File: src/rtl/sens_pkg.sv
// Shared types and register indices for the sensor register controller.
// Assumes byte-wide registers addressed by an 8-bit pointer.
package sens_pkg;
    typedef enum logic [2:0] {
        BUS_IDLE, BUS_ADDR, BUS_AACK, BUS_RX, BUS_WACK, BUS_TX, BUS_RACK
    } bus_st_t;

    localparam logic [7:0] REG_STATUS = 8'h00;
    localparam logic [7:0] REG_DHI    = 8'h01;
    localparam logic [7:0] REG_DLO    = 8'h02;
    localparam logic [7:0] REG_CTRL   = 8'h03;
    localparam logic [7:0] REG_IDENT  = 8'h11;
    localparam int CTRL_GO_BIT   = 0;
    localparam int CTRL_TEMP_BIT = 4;
endpackage

File: src/rtl/sens_bus_sync.sv
// Brings scl, sda and cs_n into the clock domain and derives edge and
// START/STOP pulses. Assumes the lines change far slower than clk.
module sens_bus_sync #(
    parameter int STAGES = 2
) (
    input  logic clk,
    input  logic rst_n,
    input  logic scl_raw,
    input  logic sda_raw,
    input  logic cs_n_raw,
    output logic sda_q,
    output logic scl_rise,
    output logic scl_fall,
    output logic start_det,
    output logic stop_det,
    output logic cs_q
);
    localparam int NSIG = 3;
    logic [NSIG-1:0] stage [STAGES];
    logic [NSIG-1:0] prev;
    logic [NSIG-1:0] cur;

    // synchronizer chain plus one delayed copy for edge detection
    always_ff @(posedge clk) begin
        if (!rst_n) begin
            for (int i = 0; i < STAGES; i++) stage[i] <= '1;
            prev <= '1;
        end else begin
            stage[0] <= {cs_n_raw, sda_raw, scl_raw};
            for (int i = 1; i < STAGES; i++) stage[i] <= stage[i-1];
            prev <= stage[STAGES-1];
        end
    end

    // edge and bus condition decode
    always_comb begin
        cur       = stage[STAGES-1];
        sda_q     = cur[1];
        cs_q      = cur[2];
        scl_rise  = cur[0] & ~prev[0];
        scl_fall  = ~cur[0] & prev[0];
        start_det = cur[0] & prev[0] & prev[1] & ~cur[1];
        stop_det  = cur[0] & prev[0] & ~prev[1] & cur[1];
    end
endmodule

File: src/rtl/sens_i2c_fsm.sv
// Byte-level I2C target. It matches the address, acknowledges bytes and
// shifts read data out MSB first. The first written byte is flagged as a
// pointer byte. Assumes synchronized, edge-decoded bus inputs.
module sens_i2c_fsm #(
    parameter logic [6:0] DEV_ADDR = 7'h40
) (
    input  logic               clk,
    input  logic               rst_n,
    input  logic               scl_rise,
    input  logic               scl_fall,
    input  logic               sda_q,
    input  logic               start_det,
    input  logic               stop_det,
    input  logic               cs_q,
    input  logic [7:0]         rd_data,
    output logic               sda_pull,
    output logic               rd_req,
    output logic               wr_en,
    output logic               wr_ptr,
    output logic [7:0]         wr_data,
    output sens_pkg::bus_st_t  bus_st
);
    import sens_pkg::*;
    localparam int BITS = 8;
    localparam int CW   = $clog2(BITS + 1);

    logic [CW-1:0] cnt;
    logic [7:0]    shreg;
    logic [7:0]    tx;
    logic          rw;
    logic          first;
    logic          host_ack;

    assign wr_data = shreg;

    // bus protocol state machine
    always_ff @(posedge clk) begin
        if (!rst_n) begin
            bus_st <= BUS_IDLE; cnt <= '0; shreg <= '0; tx <= '0;
            rw <= 1'b0; first <= 1'b0; host_ack <= 1'b0;
            sda_pull <= 1'b0; rd_req <= 1'b0; wr_en <= 1'b0; wr_ptr <= 1'b0;
        end else begin
            rd_req <= 1'b0;
            wr_en  <= 1'b0;
            if (cs_q) begin
                bus_st <= BUS_IDLE; sda_pull <= 1'b0;
            end else if (start_det) begin
                bus_st <= BUS_ADDR; cnt <= '0; sda_pull <= 1'b0;
            end else if (stop_det) begin
                bus_st <= BUS_IDLE; sda_pull <= 1'b0;
            end else begin
                case (bus_st)
                    BUS_ADDR: begin
                        if (scl_rise) begin
                            shreg <= {shreg[6:0], sda_q}; cnt <= cnt + 1'b1;
                        end else if (scl_fall && cnt == CW'(BITS)) begin
                            cnt <= '0;
                            if (shreg[7:1] == DEV_ADDR) begin
                                bus_st <= BUS_AACK; sda_pull <= 1'b1; rw <= shreg[0];
                            end else begin
                                bus_st <= BUS_IDLE;
                            end
                        end
                    end
                    BUS_AACK: if (scl_fall) begin
                        if (rw) begin
                            bus_st <= BUS_TX; tx <= rd_data;
                            sda_pull <= ~rd_data[7]; rd_req <= 1'b1;
                        end else begin
                            bus_st <= BUS_RX; sda_pull <= 1'b0; first <= 1'b1;
                        end
                    end
                    BUS_RX: begin
                        if (scl_rise) begin
                            shreg <= {shreg[6:0], sda_q}; cnt <= cnt + 1'b1;
                        end else if (scl_fall && cnt == CW'(BITS)) begin
                            cnt <= '0; bus_st <= BUS_WACK; sda_pull <= 1'b1;
                            wr_en <= 1'b1; wr_ptr <= first; first <= 1'b0;
                        end
                    end
                    BUS_WACK: if (scl_fall) begin
                        bus_st <= BUS_RX; sda_pull <= 1'b0;
                    end
                    BUS_TX: begin
                        if (scl_rise) begin
                            cnt <= cnt + 1'b1;
                        end else if (scl_fall) begin
                            if (cnt == CW'(BITS)) begin
                                cnt <= '0; bus_st <= BUS_RACK; sda_pull <= 1'b0;
                            end else begin
                                tx <= {tx[6:0], 1'b0}; sda_pull <= ~tx[6];
                            end
                        end
                    end
                    BUS_RACK: begin
                        if (scl_rise) begin
                            host_ack <= ~sda_q;
                        end else if (scl_fall) begin
                            if (host_ack) begin
                                bus_st <= BUS_TX; tx <= rd_data;
                                sda_pull <= ~rd_data[7]; rd_req <= 1'b1;
                            end else begin
                                bus_st <= BUS_IDLE;
                            end
                        end
                    end
                    default: ;
                endcase
            end
        end
    end
endmodule

File: src/rtl/sens_regfile.sv
// Register file, conversion timer stub and power-state tracking.
// Assumes rd_req and wr_en are single-cycle pulses that never coincide.
module sens_regfile #(
    parameter int          CONV_CYCLES = 4000,
    parameter logic [15:0] RESULT_RH   = 16'h5A3C,
    parameter logic [15:0] RESULT_T    = 16'h1F80,
    parameter logic [3:0]  REV         = 4'h0
) (
    input  logic       clk,
    input  logic       rst_n,
    input  logic       rd_req,
    input  logic       wr_en,
    input  logic       wr_ptr,
    input  logic [7:0] wr_data,
    output logic [7:0] rd_data,
    output logic [7:0] ptr,
    output logic       busy,
    output logic       standby
);
    import sens_pkg::*;
    localparam int CW = $clog2(CONV_CYCLES + 1);

    logic [CW-1:0] cnt;
    logic [7:0]    ctrl, dhi, dlo;
    logic          done, is_temp, rdy_seen, loaded;
    logic          rh_pend, polled, res_read;
    logic [1:0]    clr_cnt;

    // read multiplexer addressed by the pointer
    always_comb begin
        case (ptr)
            REG_STATUS: rd_data = {7'b0, ~done};
            REG_DHI:    rd_data = dhi;
            REG_DLO:    rd_data = dlo;
            REG_CTRL:   rd_data = ctrl;
            REG_IDENT:  rd_data = {4'hF, REV};
            default:    rd_data = 8'h00;
        endcase
    end

    // conversion, result load, pointer and standby bookkeeping
    always_ff @(posedge clk) begin
        if (!rst_n) begin
            ptr <= '0; ctrl <= '0; dhi <= '0; dlo <= '0; cnt <= '0;
            busy <= 1'b0; done <= 1'b0; is_temp <= 1'b0; rdy_seen <= 1'b0;
            loaded <= 1'b0; rh_pend <= 1'b0; polled <= 1'b0; res_read <= 1'b0;
            clr_cnt <= '0; standby <= 1'b1;
        end else begin
            if (busy) begin
                cnt <= cnt - 1'b1;
                if (cnt == CW'(1)) begin
                    busy <= 1'b0; done <= 1'b1;
                    if (is_temp) standby <= ~rh_pend;
                    else         rh_pend <= 1'b1;
                end
            end
            if (done && rdy_seen && !loaded) begin
                loaded <= 1'b1;
                {dhi, dlo} <= is_temp ? RESULT_T : RESULT_RH;
            end
            if (rd_req) begin
                if (ptr == REG_STATUS) begin
                    if (busy || done) rdy_seen <= 1'b1;
                    if (done) polled <= 1'b1;
                end
                if ((ptr == REG_DHI || ptr == REG_DLO) && loaded) res_read <= 1'b1;
                if (ptr == REG_DHI) ptr <= REG_DLO;
            end
            if (wr_en) begin
                if (wr_ptr) begin
                    ptr <= wr_data;
                end else if (ptr == REG_CTRL) begin
                    ctrl <= wr_data;
                    if (wr_data[CTRL_GO_BIT] && !busy) begin
                        busy <= 1'b1; done <= 1'b0; cnt <= CW'(CONV_CYCLES);
                        is_temp <= wr_data[CTRL_TEMP_BIT]; rdy_seen <= 1'b0;
                        loaded <= 1'b0; dhi <= 8'h01; dlo <= 8'h00;
                        standby <= 1'b0; polled <= 1'b0; res_read <= 1'b0;
                        clr_cnt <= '0;
                    end else if (wr_data == 8'h00 && rh_pend && polled && res_read) begin
                        if (clr_cnt == 2'd1) begin
                            standby <= 1'b1; rh_pend <= 1'b0; clr_cnt <= '0;
                        end else begin
                            clr_cnt <= clr_cnt + 1'b1;
                        end
                    end
                end
            end
        end
    end
endmodule

File: src/rtl/sens_reg_ctrl.sv
// Top of the sensor register interface controller: bus synchronizer,
// I2C target and register file. Assumes cs_n is tied low when unused.
module sens_reg_ctrl #(
    parameter logic [6:0]  DEV_ADDR    = 7'h40,
    parameter int          SYNC_STAGES = 2,
    parameter int          CONV_CYCLES = 4000,
    parameter logic [15:0] RESULT_RH   = 16'h5A3C,
    parameter logic [15:0] RESULT_T    = 16'h1F80,
    parameter logic [3:0]  REV         = 4'h0
) (
    input  logic clk,
    input  logic rst_n,
    input  logic cs_n,
    input  logic scl_i,
    input  logic sda_i,
    output logic sda_pull,
    output logic low_power
);
    logic              sda_q, scl_rise, scl_fall, start_det, stop_det, cs_q;
    logic              rd_req, wr_en, wr_ptr, busy, standby_q;
    logic [7:0]        wr_data, rd_data, ptr;
    sens_pkg::bus_st_t bus_st;

    sens_bus_sync #(.STAGES(SYNC_STAGES)) u_sync (
        .clk(clk), .rst_n(rst_n), .scl_raw(scl_i), .sda_raw(sda_i),
        .cs_n_raw(cs_n), .sda_q(sda_q), .scl_rise(scl_rise),
        .scl_fall(scl_fall), .start_det(start_det), .stop_det(stop_det),
        .cs_q(cs_q)
    );

    sens_i2c_fsm #(.DEV_ADDR(DEV_ADDR)) u_fsm (
        .clk(clk), .rst_n(rst_n), .scl_rise(scl_rise), .scl_fall(scl_fall),
        .sda_q(sda_q), .start_det(start_det), .stop_det(stop_det),
        .cs_q(cs_q), .rd_data(rd_data), .sda_pull(sda_pull),
        .rd_req(rd_req), .wr_en(wr_en), .wr_ptr(wr_ptr),
        .wr_data(wr_data), .bus_st(bus_st)
    );

    sens_regfile #(
        .CONV_CYCLES(CONV_CYCLES), .RESULT_RH(RESULT_RH),
        .RESULT_T(RESULT_T), .REV(REV)
    ) u_regs (
        .clk(clk), .rst_n(rst_n), .rd_req(rd_req), .wr_en(wr_en),
        .wr_ptr(wr_ptr), .wr_data(wr_data), .rd_data(rd_data),
        .ptr(ptr), .busy(busy), .standby(standby_q)
    );

    // select high overrides the tracked power state
    assign low_power = standby_q | cs_q;
endmodule

File: config.mk
export PLATFORM = sky130hd
export DESIGN_NAME = sens_reg_ctrl
export DESIGN_NICKNAME = d
export VERILOG_FILES = /design/src/rtl/sens_pkg.sv /design/src/rtl/sens_bus_sync.sv /design/src/rtl/sens_i2c_fsm.sv /design/src/rtl/sens_regfile.sv /design/src/rtl/sens_reg_ctrl.sv
export SDC_FILE = /design/constraint.sdc
export NUM_CORES = 1
export LEC_CHECK = 0
export ABC_CLOCK_PERIOD_IN_PS = 5150
export BUFFER_PORTS_ARGS = -buffer_cell sky130_fd_sc_hd__buf_4
export CORE_ASPECT_RATIO = 2
export CORE_UTILIZATION = 60
export DETAILED_ROUTE_END_ITERATION = 10
export GPL_ROUTABILITY_DRIVEN = 0
export PLACE_DENSITY = 0.88
export SYNTH_ARGS = -nofsm -noshare
export SYNTH_HDL_FRONTEND = slang
export SYNTH_SLANG_ARGS = --single-unit
export TNS_END_PERCENT = 5
File: constraint.sdc
create_clock -name clk -period 5.15 [get_ports clk]
set_clock_uncertainty 0.1 [all_clocks]
set_input_delay 0.2575 -clock clk [delete_from_list [all_inputs] [get_ports clk]]
set_output_delay 0.2575 -clock clk [all_outputs]
set_load 0.005 [all_outputs]
==> impl_results.md <==
- H-tree Lvls: 3
- Clock-pin slew on the worst setup and hold paths: 0.07 ns
- Slew Limit Fails: 0
- Drt initial violations: 301
- Mean Syn Cell Area: 8.66 sq um
- Worst setup EP type: flip-flop
- Post-synth cell types: 63
- Nets@finish: 481
- Vias/cell: 6.22
- CP startpoint kind: flip-flop
- YS warnings: 0
- Final Core Density: 0.669
- Leak pwr: 1.65 nW
- Filler cells: 514
- Final Setup Violations: 0
- Hold Path Sink: u_sync.stage[0][2]
- Critical Path Start: u_regs.ptr[2]
- Number of synthesized flops with an enable pin: 0
- Status: finished, final reports clean
- Initial antenna violation count: 0
- Max_cap viols: 0
- Ant diodes: 0
- Slew headroom: 0.163
- Most frequent cells in the layout: 92 x dfxtp_1, 62 x nor2_1, 44 x nand2_1
- Worst vdd ir: 0.265 mV
- Place WS: 2.35 ns
- TritonCTS clock tree: yes
- Synth-to-Final Area Change: 7.69%
- Commonest non-fill, non-tap cell in the layout: dfxtp_1
- Hold Vio Cnt, Final: 0
- FFs w/ async S/R, synth: 0
- Hold Path Depth: 2
- RSZ-0062 raised after global routing: no
- Critical Path RT: 5.28 ns
- Reg-to-Reg Start: u_regs.ptr[2]
- Crit path cell chain: or4_1 -> or4_4 -> or3_1 -> and2_1 -> and3_1
- Fin crit share: 0.556
- Cell count after synthesis: 479
- GRT Residual Overflow: 0
- Worst-margin pin slew: 1.22 ns
- Critical R2R Capture: u_regs.dhi[7]
- DR pass1 iterations: 5
- Post-route total power: 0.00137 W
- Routed Antenna Nets: 0
- CTS root buf: clkbuf_16
- Largest net degree at the start of global routing: 47
- Cell Pwr Density: 306 mW/mm^2
- Max FO, Critical Path: 14
- Final setup TNS: 0 ns
- Starting Density: 0.622
- Die footprint: 0.00727 sq mm
- Placed Instances: 545
- # rows: 42
- Part of the Yosys area used for sequential elements: 0.444
- Yosys reg bits: 92
- Worst-Skew Late Latency: 0.34 ns
- Via count: 3,497
- IO Count: 7
- Hold Path Class: in2reg
- Synth Flop Type: dfxtp_1
- Final setup margin: 2.28 ns
- WL final: 9.53 mm
- Vias in the first global route: 3,473
- Synthesized area: 0.00415 sq mm
- Fmax: 349 MHz
- Port Buffers: 6
- Sink Count: 92
- Worst Hold Launch: cs_n
- Core area: 0.00667 sq mm
- Clock buffer depth: 2
- Critical Path AT: 3.00 ns
- Syn Nets: 491
- Area of the multi-input gates: 0.00211 sq mm
- TritonCTS buffer count: 9
- Final cell count without fillers: 562
- Min Tclk post-route: 2.87 ns
- Die boundary height: 120 microns
- Setup Fix Bufs, Post-CTS: 0
- WS Path Type: reg2reg
- Reg-to-reg setup timing slack: 2.28 ns
- CP peak stage delay: 0.65 ns
- Sequential cell area: 0.00184 sq mm
- Worst Reg2Reg Path Length in Cells: 5
- Slowest-stage cell, CP: or4_4
- WL per Instance: 17.0 microns
- Die W: 60.8 microns
- Proportion of layout cells with a drive suffix above 1: 0.0696
- First-pass GRT wire length: 15.6 mm
- Gr usage total: 0.290
- DRC Markers: 0
- Post-DP HPWL: 6.85 mm
registers in the layout, indices dropped and copies added (netlist names), 2 cells and up:
name and cells:
u_fsm.cnt 4, u_fsm.tx 7, u_regs.ctrl 8, u_sync.stage 6, u_regs.dlo 8, u_sync.prev 2, u_fsm.bus_st 3, u_regs.ptr 8
u_fsm.wr_data 8, u_regs.cnt 12, u_regs.dhi 8, u_regs.clr_cnt 2
worst max path at each step:
stage	slack (ns)	to	depth (start not counted)
final	2.28	u_regs.dhi[7]	5
after floorplan	2.78	u_regs.dhi[3]	8
after global routing	2.05	u_fsm.cnt[2]	7
after global placement	2.39	u_regs.dlo[1]	5
after CTS	2.29	u_regs.dhi[7]	5
after detailed placement	2.35	u_regs.dlo[1]	5
synth_stat cells, drive strengths merged (2+ instances only):
master,number,share of area
a2111oi,4,0.0084
a211oi,7,0.013
a21oi,40,0.048
a221o,2,0.0048
a22o,4,0.0084
a22oi,3,0.0054
a311oi,3,0.0063
a31oi,6,0.0090
and2,3,0.0045
and3,10,0.015
and3b,3,0.0063
and4,2,0.0042
buf,7,0.012
clkbuf,21,0.019
dfxtp,92,0.44
ha,7,0.021
inv,19,0.017
mux2,2,0.0054
mux2i,23,0.055
nand2,45,0.043
nand2b,15,0.023
nand3,9,0.011
nand3b,5,0.0090
nand4,5,0.0075
nor2,62,0.056
nor2b,6,0.0090
nor3,7,0.0084
nor4,2,0.0030
nor4bb,3,0.0072
o211ai,2,0.0036
o21ai,15,0.018
o22ai,3,0.0045
o31ai,3,0.0054
or2,3,0.0045
or3,2,0.0030
or4,3,0.0063
xnor2,2,0.0042
xor2,10,0.021
worst max-delay path, delay by kind of cell, from the launching register on:
kind | cells | cell delay, ns
simple gates | 5 | 2.34
flops | 1 | 0.31
cell families (layout without fill, tap and decap cells):
group,after synthesis,count (layout),share of synthesized area
AOI/OAI and AO/OA,106,106,0.166
DFF,92,92,0.444
muxes,26,26,0.0663
xor gates and xnor gates,12,12,0.0253
buffers and inverters,47,42,0.0486
adders and majority gates,7,7,0.0211
and+or+nand+nor,189,189,0.229
cell type report:
cell class / count / share of cell area
clock inverters: 6 / 0.0101
repair buffers: 7 / 0.0123
multi-input cells: 340 / 0.471
clock buffers: 10 / 0.0535
well taps: 88 / 0.0246
inverters: 19 / 0.0160
flip-flops and latches: 92 / 0.412
power by group:
| group | switching, W | internal [W] | total (W) |
|---|---|---|---|
| Clock | 0.000279 | 0.000344 | 0.000623 |
| Sequential | 0.00000170 | 0.000714 | 0.000716 |
| Combinational | 0.0000197 | 0.00000765 | 0.0000273 |
routing by layer:
layer / wire length, microns / GRT usage
met5: 0 / 0
met4: 720 / 0.230
met3: 336 / 0.0485
met2: 5110 / 0.506
met1: 3360 / 0.280
what timing repair did:
item                                    CTS  global route
endpoints found under the setup margin    0             0
gates resized for setup                   0             0
hold buffers                              1             0
hold endpoints to repair                  1             0
metrics by stage:
step | hold slack, ns | instance area [sq um]
3_5_place_dp | 0.296 | 4170
5_1_grt | 0.0135 | 4470
6_report | 0.00892 | 4470
3_3_place_gp | 0.288 | 4170
2_1_floorplan | 0.259 | 4150
4_1_cts | 0.00183 | 4470
No activity file was read; power rests on OpenSTA's default activity.
